### config.mk
export PLATFORM = sky130hd
export DESIGN_NAME = tgl_timer
export DESIGN_NICKNAME = d
export VERILOG_FILES = /design/src/rtl/tgl_timer_pkg.sv /design/src/rtl/tgl_sync.sv /design/src/rtl/tgl_prescaler.sv /design/src/rtl/tgl_updn_cnt.sv /design/src/rtl/tgl_timer.sv
export SDC_FILE = /design/constraint.sdc
export NUM_CORES = 1
export LEC_CHECK = 0
export ABC_CLOCK_PERIOD_IN_PS = 4000
export BUFFER_PORTS_ARGS = -buffer_cell sky130_fd_sc_hd__buf_2
export CORE_MARGIN = 10
export CORE_UTILIZATION = 60
export DETAILED_ROUTE_END_ITERATION = 10
export PLACE_DENSITY = 0.8
export REMOVE_ABC_BUFFERS = 1
export SETUP_SLACK_MARGIN = 0.02
export SKIP_LAST_GASP = 1
export SYNTH_ARGS = -nofsm -noshare
export SYNTH_HDL_FRONTEND = slang
export SYNTH_HIERARCHICAL = 1
export SYNTH_SLANG_ARGS = --single-unit
### constraint.sdc
create_clock -name clk -period 4 [get_ports clk]
set_clock_uncertainty 0.1 [all_clocks]
set_input_delay 0.2 -clock clk [delete_from_list [all_inputs] [get_ports clk]]
set_output_delay 0.2 -clock clk [all_outputs]
set_load 0.03 [all_outputs]
### src/rtl/tgl_timer_pkg.sv
package tgl_timer_pkg;

    localparam logic [1:0] RA_CTRL = 2'd0;
    localparam logic [1:0] RA_CORE = 2'd1;
    localparam logic [1:0] RA_AUXC = 2'd2;
    localparam logic [1:0] RA_AUX  = 2'd3;

    localparam int LATCH_BIT  = 15;
    localparam int STROBE_BIT = 14;
    localparam int PRE_K_W    = 3;

    typedef enum logic [1:0] {
        MD_TIMER = 2'd0,
        MD_GATED = 2'd1,
        MD_COUNT = 2'd2,
        MD_HOLD  = 2'd3
    } tmode_e;

    typedef enum logic [1:0] {
        EV_NONE = 2'd0,
        EV_RISE = 2'd1,
        EV_FALL = 2'd2,
        EV_BOTH = 2'd3
    } evsel_e;

    typedef struct packed {
        logic               run;
        tmode_e             mode;
        evsel_e             cnt_ev;
        logic               gate_lvl;
        logic               sw_down;
        logic               pin_dir_en;
        logic [PRE_K_W-1:0] pre_k;
        logic               out_en;
    } core_cfg_t;

    typedef struct packed {
        logic   run;
        evsel_e chain_ev;
        logic   down;
        logic   capture;
        evsel_e lat_trig;
        evsel_e ext_trig;
    } aux_cfg_t;

    function automatic core_cfg_t core_cfg_from(input logic [15:0] w);
        core_cfg_t c;
        c.run        = w[0];
        c.mode       = tmode_e'(w[2:1]);
        c.cnt_ev     = evsel_e'(w[4:3]);
        c.gate_lvl   = w[5];
        c.sw_down    = w[6];
        c.pin_dir_en = w[7];
        c.pre_k      = w[10:8];
        c.out_en     = w[11];
        return c;
    endfunction

    function automatic logic [15:0] core_cfg_to(input core_cfg_t c, input logic lat);
        logic [15:0] w;
        w             = '0;
        w[0]          = c.run;
        w[2:1]        = c.mode;
        w[4:3]        = c.cnt_ev;
        w[5]          = c.gate_lvl;
        w[6]          = c.sw_down;
        w[7]          = c.pin_dir_en;
        w[10:8]       = c.pre_k;
        w[11]         = c.out_en;
        w[LATCH_BIT]  = lat;
        return w;
    endfunction

    function automatic aux_cfg_t aux_cfg_from(input logic [15:0] w);
        aux_cfg_t a;
        a.run      = w[0];
        a.chain_ev = evsel_e'(w[2:1]);
        a.down     = w[3];
        a.capture  = w[4];
        a.lat_trig = evsel_e'(w[6:5]);
        a.ext_trig = evsel_e'(w[8:7]);
        return a;
    endfunction

    function automatic logic [15:0] aux_cfg_to(input aux_cfg_t a);
        logic [15:0] w;
        w      = '0;
        w[0]   = a.run;
        w[2:1] = a.chain_ev;
        w[3]   = a.down;
        w[4]   = a.capture;
        w[6:5] = a.lat_trig;
        w[8:7] = a.ext_trig;
        return w;
    endfunction

    function automatic logic ev_hit(input evsel_e sel, input logic rise, input logic fall);
        case (sel)
            EV_RISE: return rise;
            EV_FALL: return fall;
            EV_BOTH: return rise | fall;
            default: return 1'b0;
        endcase
    endfunction

endpackage

### src/rtl/tgl_sync.sv
module tgl_sync #(
    parameter int W      = 3,
    parameter int STAGES = 2
) (
    input  logic         clk,
    input  logic         rst,
    input  logic [W-1:0] pin,
    output logic [W-1:0] lvl,
    output logic [W-1:0] rise,
    output logic [W-1:0] fall
);

    generate
        for (genvar i = 0; i < W; i++) begin : g_bit
            logic [STAGES:0] sh;
            always_ff @(posedge clk) begin
                if (rst) sh <= '0;
                else     sh <= {sh[STAGES-1:0], pin[i]};
            end
            assign lvl[i]  = sh[STAGES-1];
            assign rise[i] = sh[STAGES-1] & ~sh[STAGES];
            assign fall[i] = ~sh[STAGES-1] & sh[STAGES];
        end
    endgenerate

endmodule

### src/rtl/tgl_prescaler.sv
module tgl_prescaler #(
    parameter int BASE_LOG = 3,
    parameter int K_W      = 3
) (
    input  logic           clk,
    input  logic           rst,
    input  logic           run,
    input  logic [K_W-1:0] k,
    output logic           tick
);

    localparam int PRE_W = BASE_LOG + (1 << K_W) - 1;

    logic [PRE_W-1:0] acc;
    logic [PRE_W:0]   span;
    logic [PRE_W-1:0] mask;

    always_comb begin
        span = (PRE_W+1)'(1) << (BASE_LOG + int'(k));
        mask = PRE_W'(span - 1'b1);
    end

    assign tick = run && ((acc & mask) == mask);

    always_ff @(posedge clk) begin
        if (rst || !run) acc <= '0;
        else             acc <= acc + 1'b1;
    end

endmodule

### src/rtl/tgl_updn_cnt.sv
module tgl_updn_cnt #(
    parameter int W = 16
) (
    input  logic         clk,
    input  logic         rst,
    input  logic         wr_en,
    input  logic [W-1:0] wr_val,
    input  logic         ld_en,
    input  logic [W-1:0] ld_val,
    input  logic         step,
    input  logic         down,
    output logic [W-1:0] q
);

    always_ff @(posedge clk) begin
        if (rst)        q <= '0;
        else if (wr_en) q <= wr_val;
        else if (ld_en) q <= ld_val;
        else if (step)  q <= down ? q - 1'b1 : q + 1'b1;
    end

endmodule

### src/rtl/tgl_timer.sv
module tgl_timer
    import tgl_timer_pkg::*;
#(
    parameter int CNT_W        = 16,
    parameter int PRE_BASE_LOG = 3,
    parameter int SYNC_STAGES  = 2
) (
    input  logic             clk,
    input  logic             rst,
    input  logic             bus_wr,
    input  logic [1:0]       bus_addr,
    input  logic [CNT_W-1:0] bus_wdata,
    output logic [CNT_W-1:0] bus_rdata,
    input  logic             cnt_in,
    input  logic             dir_in,
    input  logic             trig_in,
    output logic             tgl_out
);

    localparam int PIN_N  = 3;
    localparam int P_CNT  = 0;
    localparam int P_DIR  = 1;
    localparam int P_TRIG = 2;

    core_cfg_t core_cfg;
    aux_cfg_t  aux_cfg;
    logic      latch_q;

    logic [PIN_N-1:0] pin_lvl, pin_rise, pin_fall;
    logic             tick;
    logic [CNT_W-1:0] core_q, aux_q;

    logic wr_ctrl, wr_core, wr_auxc, wr_aux;
    logic dir_down, gate_open, core_step, wrap;
    logic lat_rise, lat_fall, trig, reload_fire, capture_fire, aux_step;

    // input synchronizers with edge history
    tgl_sync #(.W(PIN_N), .STAGES(SYNC_STAGES)) u_sync (
        .clk  (clk),
        .rst  (rst),
        .pin  ({trig_in, dir_in, cnt_in}),
        .lvl  (pin_lvl),
        .rise (pin_rise),
        .fall (pin_fall)
    );

    tgl_prescaler #(.BASE_LOG(PRE_BASE_LOG), .K_W(PRE_K_W)) u_pre (
        .clk  (clk),
        .rst  (rst),
        .run  (core_cfg.run),
        .k    (core_cfg.pre_k),
        .tick (tick)
    );

    always_comb begin
        wr_ctrl = bus_wr && (bus_addr == RA_CTRL);
        wr_core = bus_wr && (bus_addr == RA_CORE);
        wr_auxc = bus_wr && (bus_addr == RA_AUXC);
        wr_aux  = bus_wr && (bus_addr == RA_AUX);
    end

    // step qualification per mode
    always_comb begin
        dir_down  = core_cfg.sw_down ^ (core_cfg.pin_dir_en & pin_lvl[P_DIR]);
        gate_open = (pin_lvl[P_CNT] == core_cfg.gate_lvl);
        case (core_cfg.mode)
            MD_TIMER: core_step = core_cfg.run && tick;
            MD_GATED: core_step = core_cfg.run && tick && gate_open;
            MD_COUNT: core_step = core_cfg.run &&
                                  ev_hit(core_cfg.cnt_ev, pin_rise[P_CNT], pin_fall[P_CNT]);
            default:  core_step = 1'b0;
        endcase
    end

    // wrap event, taken from the next-state view so reload and chaining land on the wrap edge
    always_comb begin
        wrap         = core_step && !wr_core &&
                       (dir_down ? (core_q == '0) : (&core_q));
        lat_rise     = wrap && !latch_q;
        lat_fall     = wrap &&  latch_q;
        trig         = ev_hit(aux_cfg.lat_trig, lat_rise, lat_fall) ||
                       ev_hit(aux_cfg.ext_trig, pin_rise[P_TRIG], pin_fall[P_TRIG]);
        reload_fire  = trig && !aux_cfg.capture;
        capture_fire = trig &&  aux_cfg.capture;
        aux_step     = aux_cfg.run && ev_hit(aux_cfg.chain_ev, lat_rise, lat_fall);
    end

    tgl_updn_cnt #(.W(CNT_W)) u_core (
        .clk    (clk),
        .rst    (rst),
        .wr_en  (wr_core),
        .wr_val (bus_wdata),
        .ld_en  (reload_fire),
        .ld_val (aux_q),
        .step   (core_step),
        .down   (dir_down),
        .q      (core_q)
    );

    tgl_updn_cnt #(.W(CNT_W)) u_aux (
        .clk    (clk),
        .rst    (rst),
        .wr_en  (wr_aux),
        .wr_val (bus_wdata),
        .ld_en  (capture_fire),
        .ld_val (core_q),
        .step   (aux_step),
        .down   (aux_cfg.down),
        .q      (aux_q)
    );

    // control registers and toggle latch
    always_ff @(posedge clk) begin
        if (rst) begin
            core_cfg <= '0;
            aux_cfg  <= '0;
            latch_q  <= 1'b0;
        end else begin
            if (wr_ctrl) core_cfg <= core_cfg_from(bus_wdata[15:0]);
            if (wr_auxc) aux_cfg  <= aux_cfg_from(bus_wdata[15:0]);
            if (wr_ctrl && bus_wdata[STROBE_BIT]) latch_q <= bus_wdata[LATCH_BIT];
            else if (wrap)                        latch_q <= ~latch_q;
        end
    end

    always_comb begin
        case (bus_addr)
            RA_CTRL: bus_rdata = CNT_W'(core_cfg_to(core_cfg, latch_q));
            RA_CORE: bus_rdata = core_q;
            RA_AUXC: bus_rdata = CNT_W'(aux_cfg_to(aux_cfg));
            default: bus_rdata = aux_q;
        endcase
    end

    assign tgl_out = core_cfg.out_en & latch_q;

endmodule

* After elaboration in Yosys (flattened, before gate mapping) *
Index checks and enable logic that the tools add are counted.

word-level totals
  word-level logic and storage cells = 111
  input port bits = 24
  output and inout port bits = 17
  register bits after elaboration = 72

cells by class
  $add $sub $neg = 7
  reduce and logical (&&, ||, !) cells = 29
  bitwise gates (word level) = 16
  shift-type cells = 1
  eq/ne operators = 19
  muxes and demuxes = 18

operator list
  cell                     count
  $mux W16                 8
  $pmux W16 S3             1
  $add A16 B1 Y16 const B  2
  $shl A1 B32 Y10 const A  1
  $sub A16 B1 Y16 const B  2
  $eq A2 B2 Y1 const B     11
  $logic_and A1 B1 Y1      16
  $logic_not A16 Y1        1
  $reduce_and A16 Y1       1
  $pmux W1 S3              5
  $eq A2 B1 Y1 const B     6
  $add A10 B1 Y10 const B  1
  $and A10 B10 Y10         1
  $eq A10 B10 Y1           1
  $sub A10 B1 Y10 const B  1
  $and A1 B1 Y1            6
  $reduce_bool A3 Y1       2
  $not A1 Y1               5
  $add A2 B3 Y4 const A    1
  $logic_not A1 Y1         4
  $logic_not A2 Y1         2
  $mux W1                  4
  $or A1 B1 Y1             3
  $logic_or A1 B1 Y1       2
  other kinds (3)          3

* Longest topological paths before layout *
  word-level depth = 18
  depth in mapped cells = 17
  gate-level depth less buffers = 15

* Modules after synthesis *
The synthesis kept the hierarchy.

modules (own cells, without submodules)
  module                 instances  area each (sq um)  seq. area each (sq um)  cells each
  tgl_updn_cnt (u_core)  1          1647.8             320.3                   217
  tgl_updn_cnt (u_aux)   1          1614.0             320.3                   220
  tgl_timer              1          1417.6             440.4                   160
  tgl_prescaler          1          554.3              200.2                   70
  tgl_sync               1          296.5              180.2                   27

* Worst setup path after synthesis *
No wires, ideal clock.

  kind = register to register
  start = register u_pre.acc[6]
  end = register u_aux.q[13]
  path slack = 1.012 ns
  path buffers = 2
  data arrival time = 2.760 ns
  stages on the path, launching flop included = 15
  clock period less this slack = 2.988 ns
  library setup time = 0.128 ns
  cells stage by stage = dfxtp_1 > nand2b_1 > a21oi_1 > o21ai_0 > and4_1 > o21ai_0 > a21oi_1 > nand2_1 > or3_1 > a21boi_1 > clkbuf_1 > clkbuf_1 > nor2_1 > a221oi_1 > nor2_1

between the ends
  cells in the longest elaborated chain, start to end = 15
  elaborated cells between the ends (all ways) = 19
  classes of those cells = 1 x eq/ne; 5 x mux; 2 x bitwise; 11 x reduce/logical

ends and longest elaborated chain
  element                                        RTL line                          source
  from (decl)                                    tgl_prescaler.sv:14               logic [PRE_W-1:0] acc;
  from (signal assigned)                         tgl_prescaler.sv:27               else acc <= acc + 1'b1;
  $and A10 B10 Y10 (*)                           tgl_prescaler.sv:23               assign tick = run && ((acc & mask) == mask);
  $eq A10 B10 Y1 (*)                             tgl_prescaler.sv:23
  $logic_and A1 B1 Y1 (*)                        tgl_prescaler.sv:23
  named net tick                                 tgl_timer.sv:30                   logic tick;
  $logic_and A1 B1 Y1 (*)                        tgl_timer.sv:67, tgl_timer.sv:68
  $logic_and A1 B1 Y1                            tgl_timer.sv:68                   MD_GATED: core_step = core_cfg.run && tick && gate_open;
  $pmux W1 S3 (*)                                tgl_timer.sv:66                   case (core_cfg.mode)
  $logic_and A1 B1 Y1 (*) (2 in series)          tgl_timer.sv:77                   wrap = core_step && !wr_core &&
  $logic_and A1 B1 Y1, on equally long branches  tgl_timer.sv:79, tgl_timer.sv:80
  $or A1 B1 Y1                                   tgl_timer_pkg.sv:101              EV_BOTH: return rise | fall;
  $pmux W1 S3 (*)                                tgl_timer_pkg.sv:98               case (sel)
  $logic_or A1 B1 Y1 (*)                         tgl_timer.sv:81                   trig = ev_hit(aux_cfg.lat_trig, lat_rise, lat_fall) ||
  $logic_and A1 B1 Y1 (*)                        tgl_timer.sv:84                   capture_fire = trig && aux_cfg.capture;
  named net capture_fire                         tgl_timer.sv:35                   logic lat_rise, lat_fall, trig, reload_fire, capture_fire, aux_step;
  $mux W16                                       tgl_updn_cnt.sv:18                else if (ld_en) q <= ld_val;
  $mux W16                                       tgl_updn_cnt.sv:17                else if (wr_en) q <= wr_val;
  to (signal assigned)                           tgl_updn_cnt.sv:17
  to (signal assigned)                           tgl_updn_cnt.sv:18
  to (signal assigned)                           tgl_updn_cnt.sv:19                else if (step) q <= down ? q - 1'b1 : q + 1'b1;
  to (decl)                                      tgl_updn_cnt.sv:12                output logic [W-1:0] q

Mark *: on every way through the listed nets, which the timed path passes. The rest lies on a longest branch.
A chain may end at the register's enable or synchronous reset.

* Worst setup path after layout *
  start = register u_pre.acc[8]
  end = register u_core.q[13]

between the ends
  cells in the longest elaborated chain, start to end = 15
  elaborated cells between the ends (all ways) = 17
  classes of those cells = 1 x eq/ne; 4 x mux; 2 x bitwise; 10 x reduce/logical

ends and longest elaborated chain
  element                                        RTL line                          source
  $and A10 B10 Y10 (*)                           tgl_prescaler.sv:23
  $eq A10 B10 Y1 (*)                             tgl_prescaler.sv:23
  $logic_and A1 B1 Y1 (*)                        tgl_prescaler.sv:23
  named net tick                                 tgl_timer.sv:30
  $logic_and A1 B1 Y1 (*)                        tgl_timer.sv:67, tgl_timer.sv:68
  $logic_and A1 B1 Y1                            tgl_timer.sv:68
  $pmux W1 S3 (*)                                tgl_timer.sv:66
  $logic_and A1 B1 Y1 (*) (2 in series)          tgl_timer.sv:77
  $logic_and A1 B1 Y1, on equally long branches  tgl_timer.sv:79, tgl_timer.sv:80
  $or A1 B1 Y1                                   tgl_timer_pkg.sv:101
  $pmux W1 S3 (*)                                tgl_timer_pkg.sv:98
  $logic_or A1 B1 Y1 (*)                         tgl_timer.sv:81
  $logic_and A1 B1 Y1 (*)                        tgl_timer.sv:83                   reload_fire = trig && !aux_cfg.capture;
  named net reload_fire                          tgl_timer.sv:35
  $mux W16                                       tgl_updn_cnt.sv:18
  $mux W16                                       tgl_updn_cnt.sv:17
  to (signal assigned)                           tgl_updn_cnt.sv:17
  to (signal assigned)                           tgl_updn_cnt.sv:18
  to (signal assigned)                           tgl_updn_cnt.sv:19
  to (decl)                                      tgl_updn_cnt.sv:12

Marks and branches as above.

==> Implementation_results.wiki <==
{| class="wikitable"
! Metric !! Value
|-
| Post-detailed-routing wire length || 16,230 µm
|-
| Initial Utilization || 0.6228
|-
| Most common cell type on the critical path || sky130_fd_sc_hd__o21ai_0
|-
| Max Transition Viols Final || 0
|-
| Die width || 115.6 µm
|-
| Part of the power in the clock network || 0.408
|-
| Most common cell after layout, fill and taps aside || sky130_fd_sc_hd__a21oi_1
|-
| Number of buffers created by CTS || 9
|-
| Result of the run || finished, violations left
|-
| Overflow left after global routing || 0
|-
| First-pass GRT wire length || 25,980 µm
|-
| Maximum number of pins on one net before global-route repair || 41
|-
| Worst-Margin Slew || 0.8282 ns
|-
| NetSw || 0.4887 mW
|-
| Nature of the critical path endpoint || flop
|-
| Area of the core || 8806 µm²
|-
| Die boundary height || 115.6 µm
|-
| Buffers from clock root to sink, at most || 2
|-
| Clock sink count || 72
|-
| Placement row count || 34
|-
| Power per standard cell area || 289.8 nW/µm²
|-
| Clock tree from TritonCTS || done
|-
| Number of setup buffers added after CTS || 0
|-
| Slowest CP cell || sky130_fd_sc_hd__a21oi_2
|-
| Cell family with the largest share of critical-path delay || compound AO/OA/AOI/OAI gates
|-
| Commonest cells after routing, fill and taps aside || sky130_fd_sc_hd__a21oi_1, sky130_fd_sc_hd__nor2_1, sky130_fd_sc_hd__dfxtp_1, sky130_fd_sc_hd__nand2_1, sky130_fd_sc_hd__buf_2
|-
| Number of endpoints failing setup at the final stage || 0
|-
| Share of power burned in registers || 0.444
|-
| Number of nets in the final layout || 773
|-
| Combinational share of power || 0.148
|-
| Drt initial violations || 670
|-
| # IOs || 41
|-
| Number of iterations in the first detailed-routing pass || 6
|-
| Arrival time reported for the critical path endpoint || 3.84 ns
|-
| Setup TNS after final layout || 0 ns
|-
| Number of warnings printed during yosys synthesis || 6
|-
| DRC errors left || 0
|-
| Static Leakage || 2.518 nW
|-
| Count of buffers from port buffering || 40
|-
| Final worst path period share || 0.9140
|-
| Antenna violations before repair || 0
|-
| Highest fanout seen on the critical path || 16
|-
| Post-synthesis cell area || 5484 µm²
|-
| Startpoint kind of the worst setup timing path || flop
|-
| Filler instances || 756
|-
| Final worst path period need || 3.656 ns
|-
| Worst IR drop on VDD || 0.1924 mV
|-
| Net switching share of the total power || 0.2794
|-
| Number of nets still failing antenna checks after routing || 0
|-
| Die area || 13,360 µm²
|-
| Post-Syn Area per Cell || 7.959 µm²
|-
| Type of the setup path with the least slack || flop to flop
|-
| Violations in the final reports || hold timing
|-
| Routed wirelength normalized by instance count || 19.56 µm
|-
| Worst slew slack as a fraction of its limit || 0.4471
|-
| Worst hold slack || -0.002979 ns
|-
| Clock root buffer || sky130_fd_sc_hd__clkbuf_8
|-
| Max capacitance violation total || 0
|-
| Share of post-route cells with drive strength above 1 || 0.1468
|-
| Antenna fix cells || 0
|-
| Buffers plus inverters on the worst setup path || 0
|-
| Max stage delay on crit path || 0.61 ns
|-
| Clock Pin Slew Worst Setup and Hold Paths || 0.08 ns
|-
| FF+latch area || 1441 µm²
|-
| Cell-internal power || 1.261 mW
|-
| Level count of the clock H-tree || 3
|-
| Gate Count Post-Synth || 689
|-
| Routability congestion estimate from global placement || 0.9679
|-
| Unrepaired setup endpoints after global routing || no
|-
| Cell-by-cell listing of the critical path || nand2b_1 > a21boi_0 > o21ai_0 > and4_1 > o21ai_0 > a21oi_1 > nand2_1 > or3_1 > a21oi_2 > nor3_1 > a2111oi_0 > a32o_1 > a41o_1
|-
| Total area of multi-input combinational cells || 3805 µm²
|-
| Max Fclk || 273.5 MHz
|-
| Worst hold path type || primary input to flop
|-
| Worst Path Required || 4.19 ns
|-
| Synthesis-to-layout area growth || 10.06%
|-
| Vias after detailed routing || 5,506
|-
| DP HPWL || 12,110 µm
|-
| Number of failing hold endpoints at the final stage || 1
|-
| GRT Resource Usage Total || 0.2403
|-
| Number of vias per cell || 6.634
|-
| Vias in the first global route || 5,141
|-
| Clock Latency Late Sink || 0.35 ns
|}
power groups by stage:
stage / combinational [mW] / sequential, mW / clock (mW)
final: 0.260 / 0.776 / 0.713
after global routing: 0.282 / 0.779 / 0.745
after CTS: 0.254 / 0.774 / 0.714
after detailed placement: 0.251 / 0.791 / 0
after global placement: 0.245 / 0.790 / 0
after floorplan: 0.164 / 0.776 / 0
final cells by class:
| type | count | area share |
|---|---|---|
| flip-flops and latches | 72 | 0.2388 |
| clock buffers | 10 | 0.02114 |
| multi-input cells | 554 | 0.6304 |
| clock inverters | 6 | 0.01907 |
| inverters | 25 | 0.01555 |
| repair buffers | 55 | 0.05265 |
| well taps | 108 | 0.02239 |
layer usage:
layer  wire length, µm  up-vias  track usage
met1              6594     2591       0.2990
met3              1404       51      0.04238
li1                  -     2578            -
met4               589        0       0.1022
met2              7644      286       0.4008
met5                 0        -            0
worst paths after layout:
kind / cells past startpoint / startpoint / end / slack [ns]
max reg2reg: 13 / u_pre/acc[8] / u_core/q[13] / 0.34
min: 2 / cnt_in / u_sync/g_bit[0].sh[0] / -0.003
max: 13 / u_pre/acc[8] / u_core/q[13] / 0.34
min reg2reg: 1 / u_sync/g_bit[2].sh[0] / u_sync/g_bit[2].sh[1] / 0.35
registers in the layout (all words and copies together), names as in the netlist:
name             count
latch_q              1
u_sync/g_bit.sh      8
aux_cfg              9
u_core/q            16
u_pre/acc           10
u_aux/q             16
core_cfg            12
stage by stage:
step	utilization	std cells	total power, mW	setup WS, ns	cell area, µm²
after detailed placement	0.6556	812	1.042	0.4987	5773
after global routing	0.6854	830	1.806	0.05851	6036
after global placement	0.6556	812	1.035	0.6821	5773
after CTS	0.6854	830	1.742	0.4477	6036
final	0.6854	830	1.749	0.3438	6036
after floorplan	-	651	0.9399	0.2336	5328
what timing repair did:
item	4_1_cts	5_1_grt
endpoints found under the hold margin	2	0
hold buffers	2	0
gates resized for setup	0	0
Note: power is estimated with default switching activity, not from simulation.
